`src/rtl/sdram_cmd_pkg.sv`:
```
package sdram_cmd_pkg;

  typedef enum logic [3:0] {
    CMD_INHIBIT    = 4'd0,
    CMD_NOP        = 4'd1,
    CMD_ACTIVATE   = 4'd2,
    CMD_READ       = 4'd3,
    CMD_WRITE      = 4'd4,
    CMD_BURST_STOP = 4'd5,
    CMD_PRECHARGE  = 4'd6,
    CMD_AUTO_REF   = 4'd7,
    CMD_SELF_REF   = 4'd8,
    CMD_MODE_LOAD  = 4'd9
  } cmd_e;

  // {row, column, write} strobe patterns, active low
  localparam logic [2:0] PAT_NOP   = 3'b111;
  localparam logic [2:0] PAT_ACT   = 3'b011;
  localparam logic [2:0] PAT_RD    = 3'b101;
  localparam logic [2:0] PAT_WR    = 3'b100;
  localparam logic [2:0] PAT_BST   = 3'b110;
  localparam logic [2:0] PAT_PRE   = 3'b010;
  localparam logic [2:0] PAT_REF   = 3'b001;
  localparam logic [2:0] PAT_MODE  = 3'b000;

endpackage

```
`src/rtl/cmd_capture_reg.sv`:
```
module cmd_capture_reg #(
  parameter int unsigned         WIDTH    = 28,
  parameter logic [WIDTH-1:0]    IDLE_VAL = '1
) (
  input  logic             clk,
  input  logic             rst_n,
  input  logic             cap_en,
  input  logic [WIDTH-1:0] d_in,
  output logic [WIDTH-1:0] q_out
);

  logic [WIDTH-1:0] q_next;

  // Load the live bundle in registered mode, park at idle otherwise
  always_comb begin
    if (cap_en) q_next = d_in;
    else        q_next = IDLE_VAL;
  end

  always_ff @(posedge clk or negedge rst_n) begin
    if (!rst_n) q_out <= IDLE_VAL;
    else        q_out <= q_next;
  end

endmodule

```
`src/rtl/cmd_path_select.sv`:
```
module cmd_path_select #(
  parameter int unsigned WIDTH = 28
) (
  input  logic             use_reg,
  input  logic [WIDTH-1:0] live_bus,
  input  logic [WIDTH-1:0] held_bus,
  output logic [WIDTH-1:0] fwd_bus
);

  always_comb begin
    if (use_reg) fwd_bus = held_bus;
    else         fwd_bus = live_bus;
  end

endmodule

```
`src/rtl/cmd_decode.sv`:
```
module cmd_decode
  import sdram_cmd_pkg::*;
#(
  parameter int unsigned CS_W   = 2,
  parameter int unsigned ADDR_W = 12,
  parameter int unsigned BA_W   = 2,
  parameter int unsigned COL_W  = 10,
  parameter int unsigned AP_BIT = 10
) (
  input  logic              clk,
  input  logic              rst_n,
  input  logic [CS_W-1:0]   cs_n,
  input  logic              ras_n,
  input  logic              cas_n,
  input  logic              we_n,
  input  logic              cke,
  input  logic [BA_W-1:0]   ba,
  input  logic [ADDR_W-1:0] addr,
  output logic              valid,
  output cmd_e              code,
  output logic [CS_W-1:0]   sel,
  output logic [BA_W-1:0]   bank,
  output logic [ADDR_W-1:0] row,
  output logic [COL_W-1:0]  col,
  output logic              auto_pre,
  output logic              all_banks
);

  logic       any_sel;
  logic [2:0] pat;
  logic       a10;

  assign any_sel = ~&cs_n;
  assign pat     = {ras_n, cas_n, we_n};
  assign a10     = addr[AP_BIT];

  always_comb begin
    if (!any_sel) begin
      code = CMD_INHIBIT;
    end else begin
      unique case (pat)
        PAT_NOP:  code = CMD_NOP;
        PAT_ACT:  code = CMD_ACTIVATE;
        PAT_RD:   code = CMD_READ;
        PAT_WR:   code = CMD_WRITE;
        PAT_BST:  code = CMD_BURST_STOP;
        PAT_PRE:  code = CMD_PRECHARGE;
        PAT_REF:  code = cke ? CMD_AUTO_REF : CMD_SELF_REF;
        default:  code = CMD_MODE_LOAD;
      endcase
    end
  end

  always_comb begin
    valid     = (code != CMD_INHIBIT) && (code != CMD_NOP);
    sel       = valid ? ~cs_n : '0;
    bank      = '0;
    row       = '0;
    col       = '0;
    auto_pre  = 1'b0;
    all_banks = 1'b0;
    unique case (code)
      CMD_ACTIVATE: begin
        bank = ba;
        row  = addr;
      end
      CMD_READ, CMD_WRITE: begin
        bank     = ba;
        col      = addr[COL_W-1:0];
        auto_pre = a10;
      end
      CMD_PRECHARGE: begin
        all_banks = a10;
        bank      = a10 ? '0 : ba;
      end
      default: ;
    endcase
  end

  assert_inhibit_quiet_R4: assert property (@(posedge clk) disable iff (!rst_n)
    (&cs_n) |-> (!valid && code == CMD_INHIBIT));

  assert_auto_pre_scope_R7: assert property (@(posedge clk) disable iff (!rst_n)
    auto_pre |-> (code == CMD_READ || code == CMD_WRITE));

  assert_all_banks_scope_R8: assert property (@(posedge clk) disable iff (!rst_n)
    all_banks |-> (code == CMD_PRECHARGE && bank == '0));

  assert_sel_present_R12: assert property (@(posedge clk) disable iff (!rst_n)
    valid |-> ($countones(sel) >= 1));

  assert_refresh_split_R6: assert property (@(posedge clk) disable iff (!rst_n)
    (any_sel && pat == PAT_REF) |-> (code == (cke ? CMD_AUTO_REF : CMD_SELF_REF)));

endmodule

```
`src/rtl/sdram_cmd_front.sv`:
```
module sdram_cmd_front
  import sdram_cmd_pkg::*;
#(
  parameter int unsigned CS_W   = 2,
  parameter int unsigned ADDR_W = 12,
  parameter int unsigned BA_W   = 2,
  parameter int unsigned MASK_W = 8,
  parameter int unsigned COL_W  = 10,
  parameter int unsigned AP_BIT = 10
) (
  input  logic              clk,
  input  logic              rst_n,
  input  logic              reg_mode,
  input  logic [CS_W-1:0]   in_cs_n,
  input  logic              in_ras_n,
  input  logic              in_cas_n,
  input  logic              in_we_n,
  input  logic              in_cke,
  input  logic [BA_W-1:0]   in_ba,
  input  logic [ADDR_W-1:0] in_addr,
  input  logic [MASK_W-1:0] in_mask,
  output logic [CS_W-1:0]   out_cs_n,
  output logic              out_ras_n,
  output logic              out_cas_n,
  output logic              out_we_n,
  output logic              out_cke,
  output logic [BA_W-1:0]   out_ba,
  output logic [ADDR_W-1:0] out_addr,
  output logic [MASK_W-1:0] out_mask,
  output logic              cmd_valid,
  output logic [3:0]        cmd_code,
  output logic [CS_W-1:0]   cmd_sel,
  output logic [BA_W-1:0]   cmd_bank,
  output logic [ADDR_W-1:0] cmd_row,
  output logic [COL_W-1:0]  cmd_col,
  output logic              cmd_auto_pre,
  output logic              cmd_all_banks
);

  localparam int unsigned BUS_W = CS_W + 4 + BA_W + ADDR_W + MASK_W;
  localparam logic [BUS_W-1:0] IDLE_BUS =
    {{CS_W{1'b1}}, 3'b111, 1'b0, {BA_W{1'b0}}, {ADDR_W{1'b0}}, {MASK_W{1'b1}}};

  logic [BUS_W-1:0] live_bus;
  logic [BUS_W-1:0] held_bus;
  logic [BUS_W-1:0] fwd_bus;
  cmd_e             code_w;

  assign live_bus = {in_cs_n, in_ras_n, in_cas_n, in_we_n, in_cke, in_ba, in_addr, in_mask};

  cmd_capture_reg #(
    .WIDTH    (BUS_W),
    .IDLE_VAL (IDLE_BUS)
  ) u_capture (
    .clk    (clk),
    .rst_n  (rst_n),
    .cap_en (reg_mode),
    .d_in   (live_bus),
    .q_out  (held_bus)
  );

  cmd_path_select #(
    .WIDTH (BUS_W)
  ) u_select (
    .use_reg  (reg_mode),
    .live_bus (live_bus),
    .held_bus (held_bus),
    .fwd_bus  (fwd_bus)
  );

  assign {out_cs_n, out_ras_n, out_cas_n, out_we_n, out_cke, out_ba, out_addr, out_mask} = fwd_bus;

  cmd_decode #(
    .CS_W   (CS_W),
    .ADDR_W (ADDR_W),
    .BA_W   (BA_W),
    .COL_W  (COL_W),
    .AP_BIT (AP_BIT)
  ) u_decode (
    .clk       (clk),
    .rst_n     (rst_n),
    .cs_n      (out_cs_n),
    .ras_n     (out_ras_n),
    .cas_n     (out_cas_n),
    .we_n      (out_we_n),
    .cke       (out_cke),
    .ba        (out_ba),
    .addr      (out_addr),
    .valid     (cmd_valid),
    .code      (code_w),
    .sel       (cmd_sel),
    .bank      (cmd_bank),
    .row       (cmd_row),
    .col       (cmd_col),
    .auto_pre  (cmd_auto_pre),
    .all_banks (cmd_all_banks)
  );

  assign cmd_code = code_w;

  assert_one_cycle_delay_R1: assert property (@(posedge clk) disable iff (!rst_n)
    (reg_mode && $past(reg_mode) && $past(rst_n)) |-> (fwd_bus == $past(live_bus)));

  assert_same_cycle_R2: assert property (@(posedge clk) disable iff (!rst_n)
    !reg_mode |-> (out_addr == in_addr && out_cs_n == in_cs_n && out_cke == in_cke));

  assert_switch_idle_R11: assert property (@(posedge clk) disable iff (!rst_n)
    (reg_mode && !$past(reg_mode)) |-> (&out_cs_n && !cmd_valid && !out_cke));

endmodule

```
`config.mk`:
```
export PLATFORM = sky130hd
export DESIGN_NAME = sdram_cmd_front
export DESIGN_NICKNAME = d
export VERILOG_FILES = /design/src/rtl/sdram_cmd_pkg.sv /design/src/rtl/cmd_capture_reg.sv /design/src/rtl/cmd_path_select.sv /design/src/rtl/cmd_decode.sv /design/src/rtl/sdram_cmd_front.sv
export SDC_FILE = /design/constraint.sdc
export NUM_CORES = 1
export LEC_CHECK = 0
export BUFFER_PORTS_ARGS = -buffer_cell sky130_fd_sc_hd__buf_2
export CORE_MARGIN = 10
export CORE_UTILIZATION = 45
export DETAILED_ROUTE_END_ITERATION = 8
export HOLD_SLACK_MARGIN = 0.1
export PLACE_DENSITY = 0.81
export SYNTH_ARGS = -nofsm -noshare
export SYNTH_HDL_FRONTEND = slang
export SYNTH_SLANG_ARGS = --single-unit
```
`constraint.sdc`:
```
create_clock -name clk -period 3.4 [get_ports clk]
set_clock_uncertainty 0.1 [all_clocks]
set_input_delay 0.68 -clock clk [delete_from_list [all_inputs] [get_ports clk]]
set_output_delay 0.68 -clock clk [all_outputs]
set_load 0.005 [all_outputs]
```
# --- Yosys cells after proc, flatten, opt, wreduce, memory -nomap -nowiden ---
# Cells that the tools add are included.
classes:
  muxes: 12
  bitwise_logic: 1
  eq_ne: 12
  n_reduce_logical: 5
op_table:
  columns: ["operator", "n"]
  rows:
  - ["28-bit two-way mux", 2]
  - ["4-bit case mux with 7 select lines", 1]
  - ["3-bit equality test, second input constant", 4]
  - ["12-bit two-way mux", 1]
  - ["10-bit two-way mux", 1]
  - ["4-bit by 2-bit equality test with 1-bit output, second input constant", 2]
  - ["4-bit by 3-bit equality test with 1-bit output, second input constant", 2]
  - ["4-bit two-way mux", 2]
  - ["3-bit by 2-bit equality test with 1-bit output, second input constant", 2]
  - ["2-bit two-way mux", 2]
  - ["4-bit by 1-bit inequality test with 1-bit output, second input constant", 1]
  - ["2-bit case mux with 2 select lines", 1]
  - ["4-bit nonzero test", 1]
  - ["3-bit by 1-bit equality test with 1-bit output, second input constant", 1]
  - ["3-bit OR reduction", 1]
  - ["1-bit two-way mux", 2]
  - ["2-bit NOT", 1]
  - ["2-bit AND reduction", 1]
  - ["2-bit OR reduction", 1]
  - ["1-bit logical AND", 1]
word_totals:
  ff_bits: 28

# --- Longest topological paths before layout ---
# Gate-level depths: netlist of the first run.
depth:
  ltp_word: 7
  mapped_depth: 6
  ltp_nobuf: 4

# --- Modules after synthesis ---
# A second synthesis of the first run with hierarchy kept.
unflattened:
  hier_cells: 148
  area_unflattened_um2: 1721.7
modules_own_cells:
  columns: ["module", "seq_area_each_um2", "n_inst", "cells_each", "area_per_inst_um2"]
  rows:
  - ["cmd_capture_reg", 716.9, 1, 58, 910.9]
  - ["cmd_path_select", 0.0, 1, 31, 441.7]
  - ["cmd_decode", 0.0, 1, 59, 369.1]

# --- Worst setup path after synthesis of the first run ---
# OpenSTA, ideal clock, no wires.
synth_timing:
  path_type: "in2out"
  startpoint: "input reg_mode"
  endpoint: "output cmd_all_banks"
  cell_stages: 3
  path_buffers: 1
  path_slack_ns: 1.059
  t_arrival_ns: 1.561
  t_required_ns: 2.620
  cell_sequence: "buf_6 -> or3b_4 -> a2111oi_4"
synth_between:
  elab_chain_cells: 6
synth_rtl:
  columns: ["element", "line_no", "source"]
  rows:
  - ["start, declared", "sdram_cmd_front.sv:13", "input logic reg_mode,"]
  - ["28-bit two-way mux (*)", "cmd_path_select.sv:11", "if (use_reg) fwd_bus = held_bus;"]
  - ["3-bit by 1-bit equality test with 1-bit output (tied with other cells)", "cmd_decode.sv:41", "unique case (pat)"]
  - ["4-bit case mux with 7 select lines", "cmd_decode.sv:41", null]
  - ["4-bit two-way mux", "cmd_decode.sv:38", "if (!any_sel) begin"]
  - ["4-bit by 3-bit equality test with 1-bit output", "cmd_decode.sv:62", "unique case (code)"]
  - ["1-bit two-way mux (*)", "cmd_decode.sv:62", null]
  - ["end, declared", "sdram_cmd_front.sv:37", "output logic cmd_all_banks"]
# Every way passes the cells marked *; elsewhere a longest branch is shown, timed or not.

# --- Worst setup path after layout of the first run ---
layout_timing:
  startpoint: "input reg_mode"
  endpoint: "output cmd_col[2]"
layout_between:
  elab_chain_cells: 7
layout_rtl:
  columns: ["element", "line_no", "source"]
  rows:
  - ["28-bit two-way mux (*)", "cmd_path_select.sv:11", null]
  - ["3-bit by 1-bit equality test with 1-bit output (tied with other cells)", "cmd_decode.sv:41", null]
  - ["4-bit case mux with 7 select lines", "cmd_decode.sv:41", null]
  - ["4-bit two-way mux", "cmd_decode.sv:38", null]
  - ["4-bit by 2-bit equality test with 1-bit output or 4-bit by 3-bit equality test with 1-bit output (tied branches)", "cmd_decode.sv:62", null]
  - ["2-bit OR reduction", "cmd_decode.sv:62", null]
  - ["10-bit two-way mux (*)", "cmd_decode.sv:62", null]
  - ["end, declared", "sdram_cmd_front.sv:35", "output logic [COL_W-1:0] cmd_col,"]
# Marked as above.

==> impl_metrics.toml, run 1 <==
[drt]
ant_nets = 0
wl_um = 4370
drc_errors = 0
dr.pass1.iters = 2
wire_per_inst_um = 14.5
routed_via_density = 4.79
vias = 1442
drt_iter0_drc = 40

[floorplanning]
core_area_sq_mm = 0.00363
dieArea_sq_mm = 0.00656
rows = 22
die_w_um = 81.0
initial_utilization_pct = 46.0
die_h_um = 81.0
io_pins = 92

[placement]
port_buffers = 91
placed_area_sq_mm = 0.00214
gp_congestion = 0.761
dp_hpwl_um = 3600

[yosys]
syn_inst = 164
ys_ff_latch = 28
syn-cell-area_sq_mm = 0.00167
synth_top_family_by_area = "simple AND/OR/NAND/NOR gates"
synth_top_area_cell = "dfrtp_1"
synth_top_area_share_pct = 22.4
syn_nets = 195
synth_cell_types = 37
yosys_warnings = 0
synthMuxAreaShare_pct = 18.4
synth-compound-area-share_pct = 7.03
synth_fa_ha_area_share_pct = 0
ys_seq_area_share_pct = 42.9
synth-simple-area-share_pct = 24.4
synth_xor_area_share_pct = 0
synthTopCellsByArea = "dfrtp_1, dfstp_2, mux2_2"
synth_area_per_cell_sq_um = 10.2

[cts]
clock_path_buffers = 2
root_buffer = "clkbuf_8"
clk_pin_slew_ps = 90
cts_sinks = 28
postCtsSetupBuffers = 0
cts_buffers = 3
cts_hold_buffers = 0
htreeDepth = 1
cts_resized = 0
cts_tree = "done"

[timing]
fin_crit_ps = 2860
fmax_ghz = 0.349
slew_headroom_pct = 37.4
post-route-period-util_pct = 84.2
finalSetupTns_ps = 0
finalHoldViolCount = 0
slew_viol_final = 0
rsz0062_at_grt = "false"
setup_viol = 0
worstMarginPinSlew_ps = 935

[layout]
largest-register = "u_capture.q_out"
reg_top3 = "u_capture.q_out (28)"
final_area_sq_mm = 0.00220
n_fill_cell = 359
area_growth_pct = 31.3
antenna_cells = 0
largest_reg_flops = 28
nNetsFinal = 285
drive_gt1_share_pct = 54.2

[status]
status = "finished, final reports clean"

[flow_run]
cap_violations = 0

[global_route]
grt_max_degree = 30
antenna_found_initial = 0
grt_use_total_pct = 13.3
grt_pass1_vias = 1513
grt_pass1_wl_um = 7040
grt_overflow = 0

[hold_path]
hold_class = "in2async"

[setup_path]
cp-end-kind = "output pin"
critical_path_class = "in2out"
arrival_ps = 2080
cp_data_required_time_ps = 2620
worst_setup_path_start_kind = "input port"
critical_path.max_fanout = 11

[pwr]
ir_worst_vdd_v = 0.000192
power_density_mw_per_mm2 = 341
p_leak_nw = 1.18
Yosys cell counts, drive strengths merged:
cell,n
a2111oi,2
a211oi,1
a21oi,4
and2,16
and3,1
and3b,2
buf,7
clkbuf,2
dfrtp,15
dfstp,13
inv,14
mux2,14
mux2i,13
nand2,3
nand2b,14
nand3,3
nand3b,2
nand4,2
nor2,26
nor2b,1
nor3,1
nor3b,1
o2111ai,1
o211ai,2
o21a,1
o21ai,2
or3b,1
power breakdown:
part           total (mW)  switching (mW)  leakage (nW)  internal, mW
Clock               0.200          0.0966        0.0288         0.104
Sequential          0.362         0.00626         0.330         0.356
Combinational       0.186          0.0981         0.822        0.0879
Total               0.748           0.201          1.18         0.547
final cells by class:
| class | count | area [sq um] | area share [%] |
|---|---|---|---|
| repair buffers | 94 | 478 | 21.8 |
| inverters | 14 | 52.6 | 2.39 |
| flip-flops and latches | 28 | 717 | 32.6 |
| clock buffers | 4 | 55.1 | 2.51 |
| well taps | 48 | 60.1 | 2.74 |
| multi-input cells | 113 | 833 | 37.9 |
critical path: stages:
cell	delay (ps)
buf_2	160
and3b_1	200
o211ai_1	760
nor2_1	110
buf_2	170
worst paths after layout:
kind,from,end,slack [ps],depth (start not counted)
worst min-delay path,rst_n,u_capture.q_out[20],300,1
max in group asynchronous,rst_n,u_capture.q_out[1],2520,1
min in group clk,in_mask[7],u_capture.q_out[7],510,2
worst max-delay path,reg_mode,cmd_col[2],540,5
cells by family (layout without fill, tap and decap cells):
kind of cell    Yosys count  in the layout
buf+inv                  23            112
flops                    28             28
simple gates             73             73
mux                      27             27
compound gates           13             13
per-layer routing:
metal  track usage [%]  share of wire [%]  routed length, um  vias to the layer above
li1                  -                  -                  -                      715
met3              4.64                9.6                418                        4
met4              4.67                1.0                 44                        0
met1              13.4                 37               1610                      674
met2              24.9                 53               2300                       49
met5                 0                  0                  0                        -
placed cells by master, fill, tap and decap left out, types with 2 or more instances in the layout:
cell and count:
nor2_1 26, o21ai_0 2, mux2i_1 11, nand4_1 2
nand3_1 2, dfrtp_1 15, and2_1 16, mux2_2 13
buf_4 3, nand3b_2 2, nand2b_1 14, buf_2 91
nand2_1 2, inv_2 2, dfstp_2 13, o211ai_1 2
and3b_1 2, a21oi_1 4, inv_1 12, clkbuf_8 4
per-stage QoR:
step	total power [mW]	hold slack, ps	worst slack, ps	util (%)	instances
6_report	0.748	301	537	60.4	301
2_1_floorplan	0.474	284	1060	-	164
4_1_cts	0.760	321	495	60.4	301
5_1_grt	0.798	339	359	60.4	301
3_5_place_dp	0.558	620	500	58.9	297
3_3_place_gp	0.553	625	534	58.9	297
Note: power is estimated with default switching activity, not from simulation.
==> run 2: changes to the inputs <==
Settings changed: CORE_UTILIZATION 45 to 44, PLACE_DENSITY 0.81 to 0.79.
Clock period 3.4 ns to 3 ns, I/O delays scaled along.
==> impl_metrics.toml, run 2 (synthesized netlist as in run 1, its figures left out) <==
[setup_path]
cp_data_required_time_ps = 2300
worst_setup_path_start_kind = "input port"
critical_path_class = "in2out"
cp-end-kind = "output pin"
critical_path.max_fanout = 12
arrival_ps = 2110

[cts]
cts_buffers = 3
postCtsSetupBuffers = 0
root_buffer = "clkbuf_8"
cts_sinks = 28
cts_tree = "done"
clock_path_buffers = 2
cts_hold_buffers = 0
cts_resized = 0
clk_pin_slew_ps = 90
htreeDepth = 1

[layout]
drive_gt1_share_pct = 54.2
final_area_sq_mm = 0.00222
multi_input_area_sq_um = 833
largest_reg_flops = 28
area_growth_pct = 33.0
post-route-util_pct = 60.8
mostFrequentLayoutCell = "buf_2"
final_cell_mix = "buf_2, nor2_1, and2_1"
reg_top3 = "u_capture.q_out (28)"
n_fill_cell = 336
antenna_cells = 0
nNetsFinal = 285
largest-register = "u_capture.q_out"
seq_area_sq_um = 717
final_cells = 301

[drt]
wl_um = 4320
drt_iter0_drc = 56
wire_per_inst_um = 14.3
ant_nets = 0
routed_via_density = 4.77
drc_errors = 0
vias = 1435
dr.pass1.iters = 5

[global_route]
antenna_found_initial = 0
grt_overflow = 0
grt_use_total_pct = 12.6
grt_pass1_wl_um = 6790
grt_max_degree = 42
grt_pass1_vias = 1463

[floorplanning]
dieArea_sq_mm = 0.00667
die_w_um = 81.7
rows = 22
core_area_sq_mm = 0.00366
die_h_um = 81.7
initial_utilization_pct = 45.7
io_pins = 92

[timing]
finalSetupTns_ps = 0
rsz0062_at_grt = "false"
worstMarginPinSlew_ps = 636
slew_viol_final = 0
slew_headroom_pct = 57.6
timing.hold.ws_ps = 230
setup_viol = 0
fin_ws_ps = 193
finalHoldViolCount = 0
fin_crit_ps = 2810
fmax_ghz = 0.356
post-route-period-util_pct = 93.6

[pwr]
power_density_mw_per_mm2 = 410
p_leak_nw = 1.19
total_power_uw = 912
ir_worst_vdd_v = 0.000207

[placement]
placed_area_sq_mm = 0.00215
port_buffers = 91
pre_cts_ws_ps = 159
dp_hpwl_um = 3450
dp_cells = 297
gp_congestion = 0.766

[flow_run]
cap_violations = 0

[hold_path]
hold_class = "in2async"

[status]
status = "finished, final reports clean"
run 2: area by class of cell:
cell class | count | share of cell area [%]
Timing Repair Buffer | 94 | 22.0
Tap cell | 48 | 2.70
Clock inverter | 1 | 1.35
Inverter | 14 | 2.36
Clock buffer | 3 | 1.86
Multi-Input combinational cell | 113 | 37.5
Sequential cell | 28 | 32.2
run 2: worst paths after layout:
| kind | from | endpoint | slack (ps) | depth (start not counted) |
|---|---|---|---|---|
| worst max-delay path | reg_mode | cmd_row[9] | 190 | 5 |
| worst min-delay path | rst_n | u_capture.q_out[21] | 230 | 1 |
| max in group asynchronous | rst_n | u_capture.q_out[10] | 2170 | 1 |
| min in group clk | in_mask[7] | u_capture.q_out[7] | 430 | 2 |
run 2: critical path, stage by stage:
cell and delay (ps):
buf_2 250, mux2i_2 460, o2111ai_2 440, nor2_1 210, buf_2 140
run 2: metal layers:
| layer | track usage (%) | vias to the layer above | wire [um] | share of wire, % |
|---|---|---|---|---|
| li1 | - | 714 | - | - |
| met1 | 14.2 | 666 | 1720 | 40 |
| met2 | 22.4 | 53 | 2140 | 50 |
| met3 | 3.49 | 2 | 415 | 9.6 |
| met4 | 4.08 | 0 | 41 | 0.95 |
| met5 | 0 | - | 0 | 0 |
run 2: where the power goes:
| group | total [mW] | internal, mW | switching (mW) |
|---|---|---|---|
| clock network | 0.290 | 0.178 | 0.112 |
| registers | 0.410 | 0.403 | 0.00678 |
| logic | 0.212 | 0.101 | 0.111 |
==> run 3: changes to the inputs <==
Settings changed: CORE_ASPECT_RATIO from default to 1.4, CORE_UTILIZATION 44 to 45, PLACE_DENSITY 0.79 to 0.84, SYNTH_HIERARCHICAL from default to 1.
==> impl_metrics.toml, run 3 <==
[status]
status = "finished, final reports clean"

[floorplanning]
dieArea_sq_mm = 0.00673
initial_utilization_pct = 46.8
die_w_um = 72.3
core_area_sq_mm = 0.00368
die_h_um = 93.2
rows = 26
io_pins = 92

[yosys]
ys_async_sr_fraction_pct = 100
syn_nets = 179
syn_inst = 148
ys_ff_latch = 28
synth_top_area_share_pct = 21.8
synthTopCellsByCount = "mux2_4, and2_1, dfrtp_1"
synthTopCellsByArea = "dfrtp_1, dfstp_2, mux2_4"
ys_seq_area_share_pct = 41.6
syn-cell-area_sq_mm = 0.00172
synth_edf_count = 0
synth_top_area_cell = "dfrtp_1"
yosys_warnings = 6
synth_area_per_cell_sq_um = 11.6
synth_cell_types = 26
synth_top_flop_cell = "dfrtp_1"
synth_most_common_cell = "mux2_4"

[layout]
nNetsFinal = 266
final_cells = 276
mostFrequentLayoutCell = "buf_2"
largest_reg_flops = 28
area_growth_pct = 28.6
antenna_cells = 0
reg_top3 = "u_capture/q_out (28)"
drive_gt1_share_pct = 65.0
n_fill_cell = 326
final_cell_mix = "buf_2, mux2_4, and2_1"
seq_area_sq_um = 717
multi_input_area_sq_um = 892
largest-register = "u_capture/q_out"

[flow_run]
cap_violations = 0

[setup_path]
cpPeakStageDelay_ps = 400
critical_path_class = "in2out"
path_buf_inv = 2
arrival_ps = 2110
cp_data_required_time_ps = 2300
critical_path.max_fanout = 12
worst_setup_path_start_kind = "input port"
cp-end-kind = "output pin"
crit_chain = "buf_2, mux2_2, and2_1, nor3_4, and2_2, buf_2"
critPathSlowestCell = "nor3_4"
cpMostUsedCell = "buf_2"
critPathTopFamily = "simple AND/OR/NAND/NOR gates"

[timing]
setup_viol = 0
rsz0062_at_grt = "false"
fmax_ghz = 0.355
slew_headroom_pct = 60.5
post-route-period-util_pct = 93.8
fin_crit_ps = 2810
worstMarginPinSlew_ps = 593
finalHoldViolCount = 0
finalSetupTns_ps = 0
slew_viol_final = 0

[hold_path]
hold_class = "in2async"

[pwr]
ir_worst_vdd_v = 0.000316
p_leak_nw = 1.22
power_density_mw_per_mm2 = 420
p_int_uw = 699
p_clk_share_pct = 31.9
pwr-share-seq_pct = 43.9
netSwitchingPower_uw = 231
total_power_uw = 929
comb_power_share_pct = 24.2
swShare_pct = 24.8

[cts]
postCtsSetupBuffers = 0
cts_sinks = 28
htreeDepth = 1
clock_path_buffers = 2
cts_buffers = 3
cts_hold_buffers = 0
root_buffer = "clkbuf_8"
cts_resized = 0
clk_pin_slew_ps = 90
cts_tree = "done"

[global_route]
antenna_found_initial = 0
grt_pass1_vias = 1364
grt_use_total_pct = 12.5
grt_max_degree = 38
grt_pass1_wl_um = 6870
grt_overflow = 0

[drt]
wl_um = 4390
dr.pass1.iters = 4
drc_errors = 0
ant_nets = 0
wire_per_inst_um = 15.9
drt_iter0_drc = 65
routed_via_density = 4.93
vias = 1362

[placement]
port_buffers = 91
dp_cells = 272
dp_hpwl_um = 3560
gp_congestion = 0.751
==> run 3: power by group through the flow <==
stage                     clock network (mW)  registers [mW]  logic [mW]
final                                  0.297           0.408       0.225
after global routing                   0.322           0.411       0.250
after CTS                              0.303           0.408       0.230
after detailed placement                   0           0.415       0.229
after global placement                     0           0.414       0.226
after floorplan                            0           0.413       0.141
==> run 3: metrics by stage <==
step                setup WS [ps]  instance area [sq um]  util, %  hold slack, ps
finish                        185                   2210     60.2             220
global route                  110                   2210     60.2             250
CTS                           197                   2210     60.2             240
detailed placement            198                   2140     58.3             545
global placement              246                   2140     58.3             546
floorplan                     381                   1720        -             204
==> run 3: cells by family after synthesis <==
| kind of cell | count (synthesis) | synth area share (%) |
|---|---|---|
| compound gates | 9 | 3.42 |
| buf+inv | 13 | 6.54 |
| flops | 28 | 41.6 |
| mux | 28 | 22.7 |
| simple gates | 70 | 25.7 |
==> run 3: routing by layer <==
metal	GRT usage, %	vias up	wire length [um]
li1	-	664	-
met1	13.3	628	1630
met2	21.6	61	2210
met3	4.66	9	451
met4	4.69	0	95
met5	0	-	0
==> run 3: final timing paths <==
kind                       startpoint                   to  slack, ps  cells past startpoint
min in group clk           in_mask[2]   u_capture/q_out[2]        420                      2
max in group asynchronous       rst_n   u_capture/q_out[9]       2190                      1
max                          reg_mode           cmd_row[3]        190                      6
min                             rst_n  u_capture/q_out[22]        220                      1
==> run 3: final cells by class <==
type                    instances  area share, %
multi-input cells             107           40.3
flip-flops and latches         28           32.4
clock inverters                 1           1.36
clock buffers                   3           1.86
repair buffers                 94           21.6
inverters                       1          0.169
well taps                      42           2.37
